`src/rtl/nand_if_pkg.sv`:
```
package nand_if_pkg;
  localparam int unsigned STAT_W    = 8;
  localparam int unsigned STAT_RDY  = 5;
  localparam int unsigned STAT_PRES = 6;
  localparam int unsigned STAT_WP   = 7;
  localparam int unsigned N_SENSE   = 3;

  typedef struct packed {
    logic cle;
    logic ale;
  } latch_t;
endpackage

```
`src/rtl/nand_latch_ctrl.sv`:
```
module nand_latch_ctrl
  import nand_if_pkg::*;
(
  input  logic   clk_i,
  input  logic   rst_ni,
  input  logic   sel_i,
  input  logic   cle_bit_i,
  input  logic   ale_bit_i,
  output latch_t latch_o
);
  logic   sel_q;
  logic   start;
  latch_t latch_q;

  assign start = sel_i & ~sel_q;

  always_ff @(posedge clk_i or negedge rst_ni) begin
    if (!rst_ni) begin
      sel_q   <= 1'b0;
      latch_q <= '0;
    end else begin
      sel_q <= sel_i;
      // capture only at access start; hold across byte cycles
      if (start) begin
        latch_q.cle <= cle_bit_i;
        latch_q.ale <= ale_bit_i;
      end
    end
  end

  assign latch_o = latch_q;
endmodule

```
`src/rtl/nand_strobe_gate.sv`:
```
module nand_strobe_gate #(
  parameter int unsigned BW = 8
) (
  input  logic          clk_i,
  input  logic          rst_ni,
  input  logic          sel_i,
  input  logic          rd_i,
  input  logic          wr_i,
  input  logic          hi_half_i,
  input  logic [BW-1:0] wdata_i,
  output logic          we_no,
  output logic          re_no,
  output logic [BW-1:0] d_o,
  output logic          d_oe_o
);
  logic wr_hit;
  logic rd_hit;

  assign wr_hit = sel_i & wr_i;
  // upper half of window is write-only
  assign rd_hit = sel_i & rd_i & ~hi_half_i;

  always_ff @(posedge clk_i or negedge rst_ni) begin
    if (!rst_ni) begin
      we_no  <= 1'b1;
      re_no  <= 1'b1;
      d_oe_o <= 1'b0;
      d_o    <= '0;
    end else begin
      we_no  <= ~wr_hit;
      re_no  <= ~rd_hit;
      d_oe_o <= wr_hit;
      if (wr_hit) d_o <= wdata_i;
    end
  end
endmodule

```
`src/rtl/nand_status_sync.sv`:
```
module nand_status_sync
  import nand_if_pkg::*;
#(
  parameter int unsigned STAGES = 2
) (
  input  logic              clk_i,
  input  logic              rst_ni,
  input  logic              rb_i,
  input  logic              present_i,
  input  logic              wp_sense_i,
  input  logic              enforce_i,
  output logic [STAT_W-1:0] status_o,
  output logic              wp_no
);
  logic [N_SENSE-1:0] raw;
  logic [N_SENSE-1:0] synced;

  assign raw = {wp_sense_i, present_i, rb_i};

  for (genvar g = 0; g < N_SENSE; g++) begin : g_sync
    logic [STAGES-1:0] pipe_q;
    always_ff @(posedge clk_i or negedge rst_ni) begin
      if (!rst_ni) begin
        pipe_q <= '0;
      end else begin
        pipe_q[0] <= raw[g];
        for (int s = 1; s < STAGES; s++) pipe_q[s] <= pipe_q[s-1];
      end
    end
    assign synced[g] = pipe_q[STAGES-1];
  end

  always_comb begin
    status_o            = '0;
    status_o[STAT_RDY]  = synced[0];
    status_o[STAT_PRES] = synced[1];
    status_o[STAT_WP]   = synced[2];
  end

  assign wp_no = enforce_i ? synced[2] : 1'b1;
endmodule

```
`src/rtl/nand_card_if.sv`:
```
module nand_card_if
  import nand_if_pkg::*;
#(
  parameter int unsigned ADDR_W      = 4,
  parameter int unsigned DATA_W      = 16,
  parameter int unsigned CLE_BIT     = 2,
  parameter int unsigned ALE_BIT     = 1,
  parameter int unsigned SYNC_STAGES = 2,
  localparam int unsigned BW         = DATA_W / 2
) (
  input  logic              clk_i,
  input  logic              rst_ni,
  input  logic              sel_i,
  input  logic              rd_i,
  input  logic              wr_i,
  input  logic [ADDR_W-1:1] addr_i,
  input  logic [BW-1:0]     wdata_i,
  output logic [DATA_W-1:0] rdata_o,
  input  logic              ce_en_i,
  input  logic              enforce_i,
  output logic              card_cle_o,
  output logic              card_ale_o,
  output logic              card_ce_no,
  output logic              card_we_no,
  output logic              card_re_no,
  output logic [BW-1:0]     card_d_o,
  output logic              card_d_oe_o,
  input  logic [BW-1:0]     card_d_i,
  input  logic              card_rb_i,
  input  logic              card_present_i,
  input  logic              card_wp_sense_i,
  output logic              card_wp_no,
  output logic [STAT_W-1:0] status_o
);
  localparam int unsigned HALF_BIT = ADDR_W - 1;

  latch_t latch;
  logic   ce_nq;

  nand_latch_ctrl u_latch (
    .clk_i     (clk_i),
    .rst_ni    (rst_ni),
    .sel_i     (sel_i),
    .cle_bit_i (addr_i[CLE_BIT]),
    .ale_bit_i (addr_i[ALE_BIT]),
    .latch_o   (latch)
  );

  nand_strobe_gate #(.BW(BW)) u_strobe (
    .clk_i     (clk_i),
    .rst_ni    (rst_ni),
    .sel_i     (sel_i),
    .rd_i      (rd_i),
    .wr_i      (wr_i),
    .hi_half_i (addr_i[HALF_BIT]),
    .wdata_i   (wdata_i),
    .we_no     (card_we_no),
    .re_no     (card_re_no),
    .d_o       (card_d_o),
    .d_oe_o    (card_d_oe_o)
  );

  nand_status_sync #(.STAGES(SYNC_STAGES)) u_status (
    .clk_i      (clk_i),
    .rst_ni     (rst_ni),
    .rb_i       (card_rb_i),
    .present_i  (card_present_i),
    .wp_sense_i (card_wp_sense_i),
    .enforce_i  (enforce_i),
    .status_o   (status_o),
    .wp_no      (card_wp_no)
  );

  // enable follows the control bit only, never the access
  always_ff @(posedge clk_i or negedge rst_ni) begin
    if (!rst_ni) ce_nq <= 1'b1;
    else         ce_nq <= ~ce_en_i;
  end

  assign card_ce_no = ce_nq;
  assign card_cle_o = latch.cle;
  assign card_ale_o = latch.ale;
  assign rdata_o    = {card_d_i, {BW{1'b0}}};
endmodule

```
`config.mk`:
```
export PLATFORM = sky130hd
export DESIGN_NAME = nand_card_if
export DESIGN_NICKNAME = d
export VERILOG_FILES = /design/src/rtl/nand_if_pkg.sv /design/src/rtl/nand_latch_ctrl.sv /design/src/rtl/nand_strobe_gate.sv /design/src/rtl/nand_status_sync.sv /design/src/rtl/nand_card_if.sv
export SDC_FILE = /design/constraint.sdc
export NUM_CORES = 1
export LEC_CHECK = 0
export BUFFER_PORTS_ARGS = -buffer_cell sky130_fd_sc_hd__buf_2
export CAP_MARGIN = 20
export CORE_AREA = 2 2 50 52
export CTS_CLUSTER_SIZE = 25
export DETAILED_ROUTE_END_ITERATION = 7
export DIE_AREA = 0 0 52 54
export PLACE_DENSITY = 0.79
export SYNTH_ARGS = -nofsm -noshare
export SYNTH_HDL_FRONTEND = slang
export SYNTH_SLANG_ARGS = --single-unit
```
`constraint.sdc`:
```
create_clock -name clk_i -period 1.7 [get_ports clk_i]
set_clock_uncertainty 0.15 [all_clocks]
set_input_delay 0.17 -clock clk_i [delete_from_list [all_inputs] [get_ports clk_i]]
set_output_delay 0.17 -clock clk_i [all_outputs]
set_load 0.005 [all_outputs]
```
-- Word-level counts from Yosys, hierarchy flattened
Index checks and enable logic that the tools add are counted.
- bitwise logic cells: 9
- shifts and indexed selects: 0
- $lt $le $gt $ge: 0
- div/mod/pow operators: 0
- multiplexer cells: 1
- multiply operators: 0
- add/sub/neg operators: 0
- equal/unequal tests: 0
- reductions and logical operators: 0
- operators with widths (cell ; count):
    NOT 1 bit ; 5
    bitwise AND 1 bit ; 4
    two-way mux 1 bit ; 1
- bits of input ports: 29
- latch bits: 0
- memory bits (writable): 0
- output and inout port bits: 39
- flip-flop bits (word level): 21
- memories kept: 0
- bits in read-only memories: 0
- word-level logic and storage cells: 21

-- Logic depth before layout (Yosys ltp)
- depth in word-level cells: 3
- depth in mapped cells: 2
- depth with buffers taken out: 2

-- Modules after synthesis
Synthesis repeated with hierarchy kept, for this count alone.
- cells, all modules: 63
- area, all modules: 883.3 µm²
- modules (own cells, without submodules) (module ; area an instance (µm²) ; cells an instance ; times used):
    nand_strobe_gate ; 390.4 ; 22 ; 1
    nand_status_sync ; 220.2 ; 16 ; 1
    nand_card_if ; 153.9 ; 19 ; 1
    nand_latch_ctrl ; 118.9 ; 6 ; 1

-- Worst setup path after synthesis
Ideal clock, no wire load.
- path type: reg2reg
- start: reg u_latch.sel_q
- end: reg u_latch.latch_q (netlist bit u_latch.latch_o[0])
- period minus slack after synthesis: 1.080 ns
- required time: 1.425 ns
- setup time: 0.125 ns
- stages on the path, launching flop included: 3
- slack: 0.620 ns
- arrival: 0.805 ns
- path through: dfrtp_1 nor2b_4 mux2_2
- cells in the longest elaborated chain, start to end: 2
- RTL lines (item ; RTL line ; RTL):
    start, declared ; nand_latch_ctrl.sv:11 ; logic sel_q;
    start signal, assigned ; nand_latch_ctrl.sv:22 ; sel_q <= sel_i;
    NOT 1 bit ; nand_latch_ctrl.sv:15 ; assign start = sel_i & ~sel_q;
    bitwise AND 1 bit ; nand_latch_ctrl.sv:15 ;
    end, declared ; nand_latch_ctrl.sv:13 ; latch_t latch_q;
No other way between the ends.
A chain may end at the register's enable or synchronous reset.

-- Worst setup path in the final report
- start: in sel_i
- end: reg u_strobe.re_no
- cells in the longest elaborated chain, start to end: 3
- RTL lines (item ; RTL line ; RTL):
    start, declared ; nand_card_if.sv:13 ; input logic sel_i,
    bitwise AND 1 bit (2 in series) ; nand_strobe_gate.sv:21 ; assign rd_hit = sel_i & rd_i & ~hi_half_i;
    NOT 1 bit ; nand_strobe_gate.sv:31 ; re_no <= ~rd_hit;
    end signal, assigned ; nand_strobe_gate.sv:31 ;
    end, declared ; nand_strobe_gate.sv:12 ; output logic re_no,
No other way between the ends.

==> impl_metrics.yaml <==
run_status:
  status: "finished, final reports clean"
power:
  ir_worst_vdd_mv: 0.620
  p_leak_nw: 0.600
  powerDensity_nw_per_um2: 822
  total_power_mw: 0.973
finish:
  drive_gt1_share_pct: 51.4
  fin_cells: 141
  fin_area_um2: 1180
  finish.utilization_pct: 51.0
  nets: 141
  syn_to_final_growth_pct: 35.6
  diodes: 0
job:
  cap_viol_max_count: 0
sta:
  setup_tns_ps: 0
  finalSetupViolations: 0
  min_period_ps: 1460
  fmax_ghz: 0.685
  rsz0062_at_grt: "false"
  period_share_pct: 85.8
  timing_hold_violations_final: 0
  finalMaxSlewViolations: 0
placement:
  dp_cells: 118
  postPlaceCellArea_um2: 965
  hpwlAfterDp_um: 1030
  io_buffers: 38
  place_congestion: 0.641
setup_path:
  cp_max_fo: 4
  worst_path_largest_cell_delay_ps: 570
  reg2reg_slack_ps: 580
  cp_cell_sequence: "dlygate4sd3_1, buf_2, nand3b_1, dlygate4sd3_1"
  critPathMostFrequentCell: "dlygate4sd3_1"
  endpoint_kind: "flop"
  critical_path_class: "primary input to flop"
  startpoint_type: "primary input"
  cp_slowest_cell: "dlygate4sd3_1"
  crit_arrival_ps: 1540
  worstPathRequired_ps: 1780
yosys:
  synthFlopType: "dfrtp_1"
  ys_types: 10
  ys_ff_latch: 21
  synth_area_leaders: "dfrtp_1 (52%), buf_4 (21%), mux2_2 (13%), dfstp_2 (9.0%), nor2b_4 (1.6%)"
  synth_top_area_share_pct: 51.6
  asyncSetResetFlopFracSynth_pct: 100
  yosys_warnings: 0
  netlist_area_um2: 872
  synth_largest_area_cell: "dfrtp_1"
  synthTopCellsByCount: "buf_4 (24), dfrtp_1 (18), mux2_2 (10)"
  synth.avg_cell_area_um2: 14.1
  syn_inst: 62
  synth.most_common_cell: "buf_4"
  synth_enable_flop_cells: 0
  ys_seq_area_share_pct: 60.7
floorplanning:
  io_pins: 68
  num_rows: 18
  die_h_um: 54
  die_area_um2: 2810
  coreArea_um2: 2320
  start_util_pct: 37.6
  fp.dieW_um: 52
detailed_routing:
  dr.first_iter.drc_count: 1
  vias: 565
  dr.pass1.iters: 2
  via_per_inst: 4.01
  routedWlPerCell_um: 11.3
  antenna_left: 0
  wl_um: 1590
  drc: 0
global_routing:
  grt_pass1_vias: 545
  grt_max_degree: 22
  gr-total-overflow: 0
  antenna_found_initial: 0
  grt_pass1_wl_um: 2380
  track_usage_pct: 12.0
cts:
  clkSinkCount: 21
  clk_latency_ps: 290
  cts_tree: "done"
  clk_path_buf_depth: 2
  ctsRootBufferMaster: "clkbuf_4"
  cts.htree.levels: 1
  numCtsBuffers: 3
  cts_resized: 0
  path_clk_slew_ps: 110
hold_path:
  holdCritPathClass: "primary input to async pin"
-- final timing paths --
kind | startpoint | endpoint | cells past startpoint
min | rst_ni | u_strobe.d_o[7]$_DFFE_PN0P_ | 2
min reg2reg | u_status.g_sync[2].pipe_q[0]$_DFF_PN0_ | u_status.g_sync[2].pipe_q[1]$_DFF_PN0_ | 0
min in group clk_i | card_d_i[7] | rdata_o[15] | 0
max | sel_i | u_strobe.re_no$_DFF_PN1_ | 4
max reg2reg | u_latch.sel_q$_DFF_PN0_ | u_latch.latch_o[1]$_DFFE_PN0P_ | 2
max in group asynchronous | rst_ni | card_ce_no$_DFF_PN1_ | 2
-- registers in the layout, indices dropped and copies added (netlist names) --
signal	cells
card_ce_no	1
u_latch.latch_o	2
u_latch.sel_q	1
u_status.g_sync.pipe_q	6
u_strobe.d_o	8
u_strobe.d_oe_o	1
u_strobe.re_no	1
u_strobe.we_no	1
-- kinds of logic after synthesis --
group | share of synthesized area, %
simple gates | 4.45
other cells | 0.430
mux | 12.9
flops | 60.7
buf+inv | 21.5
-- cell usage in the layout, fill, tap and decap left out, drive strengths merged --
cell and n:
nand3b 1, mux2 10, conb 13, nand2 1
nand2b 1, clkinv 1, inv 2, dfstp 3
nor2b 1, dlygate4sd3 19, clkbuf 3, dfrtp 18
buf 38
-- what timing repair did --
action | 4_1_cts | 5_1_grt
hold endpoints to repair | 39 | 0
hold buffers | 19 | 0
setup buffers | 0 | 0
-- routing by layer --
metal / wire length (um) / global-route usage (%)
met4: 23 / 9.21
met3: 192 / 3.06
met1: 576 / 12.1
met2: 801 / 21.3
met5: 0 / 0
-- through the flow --
step / hold slack (ps) / setup slack (ps)
2_1_floorplan: -276 / 620
6_report: 190 / 241
3_3_place_gp: -15.3 / 617
3_5_place_dp: -6.96 / 578
4_1_cts: 189 / 303
5_1_grt: 190 / 235
-- where the power goes --
| part | total (mW) | leakage [nW] | switching [mW] | internal (mW) |
|---|---|---|---|---|
| combinational | 0.172 | 0.339 | 0.0668 | 0.106 |
| clock | 0.230 | 0.0177 | 0.143 | 0.0875 |
| sequential | 0.570 | 0.243 | 0.0205 | 0.550 |
-- layout make-up --
cell class | count | area [um^2]
clock inverters | 1 | 5.00
well taps | 30 | 37.5
inverters | 2 | 7.51
clock buffers | 3 | 22.5
fillers | 207 | 1140
flip-flops and latches | 21 | 529
multi-input cells | 27 | 200
repair buffers | 57 | 380
-- critical path: cells and delay by family --
family	cells	cell delay (ps)
buffers and inverters	3	1280
and+or+nand+nor	1	90
(Power assumes the default switching activity.)
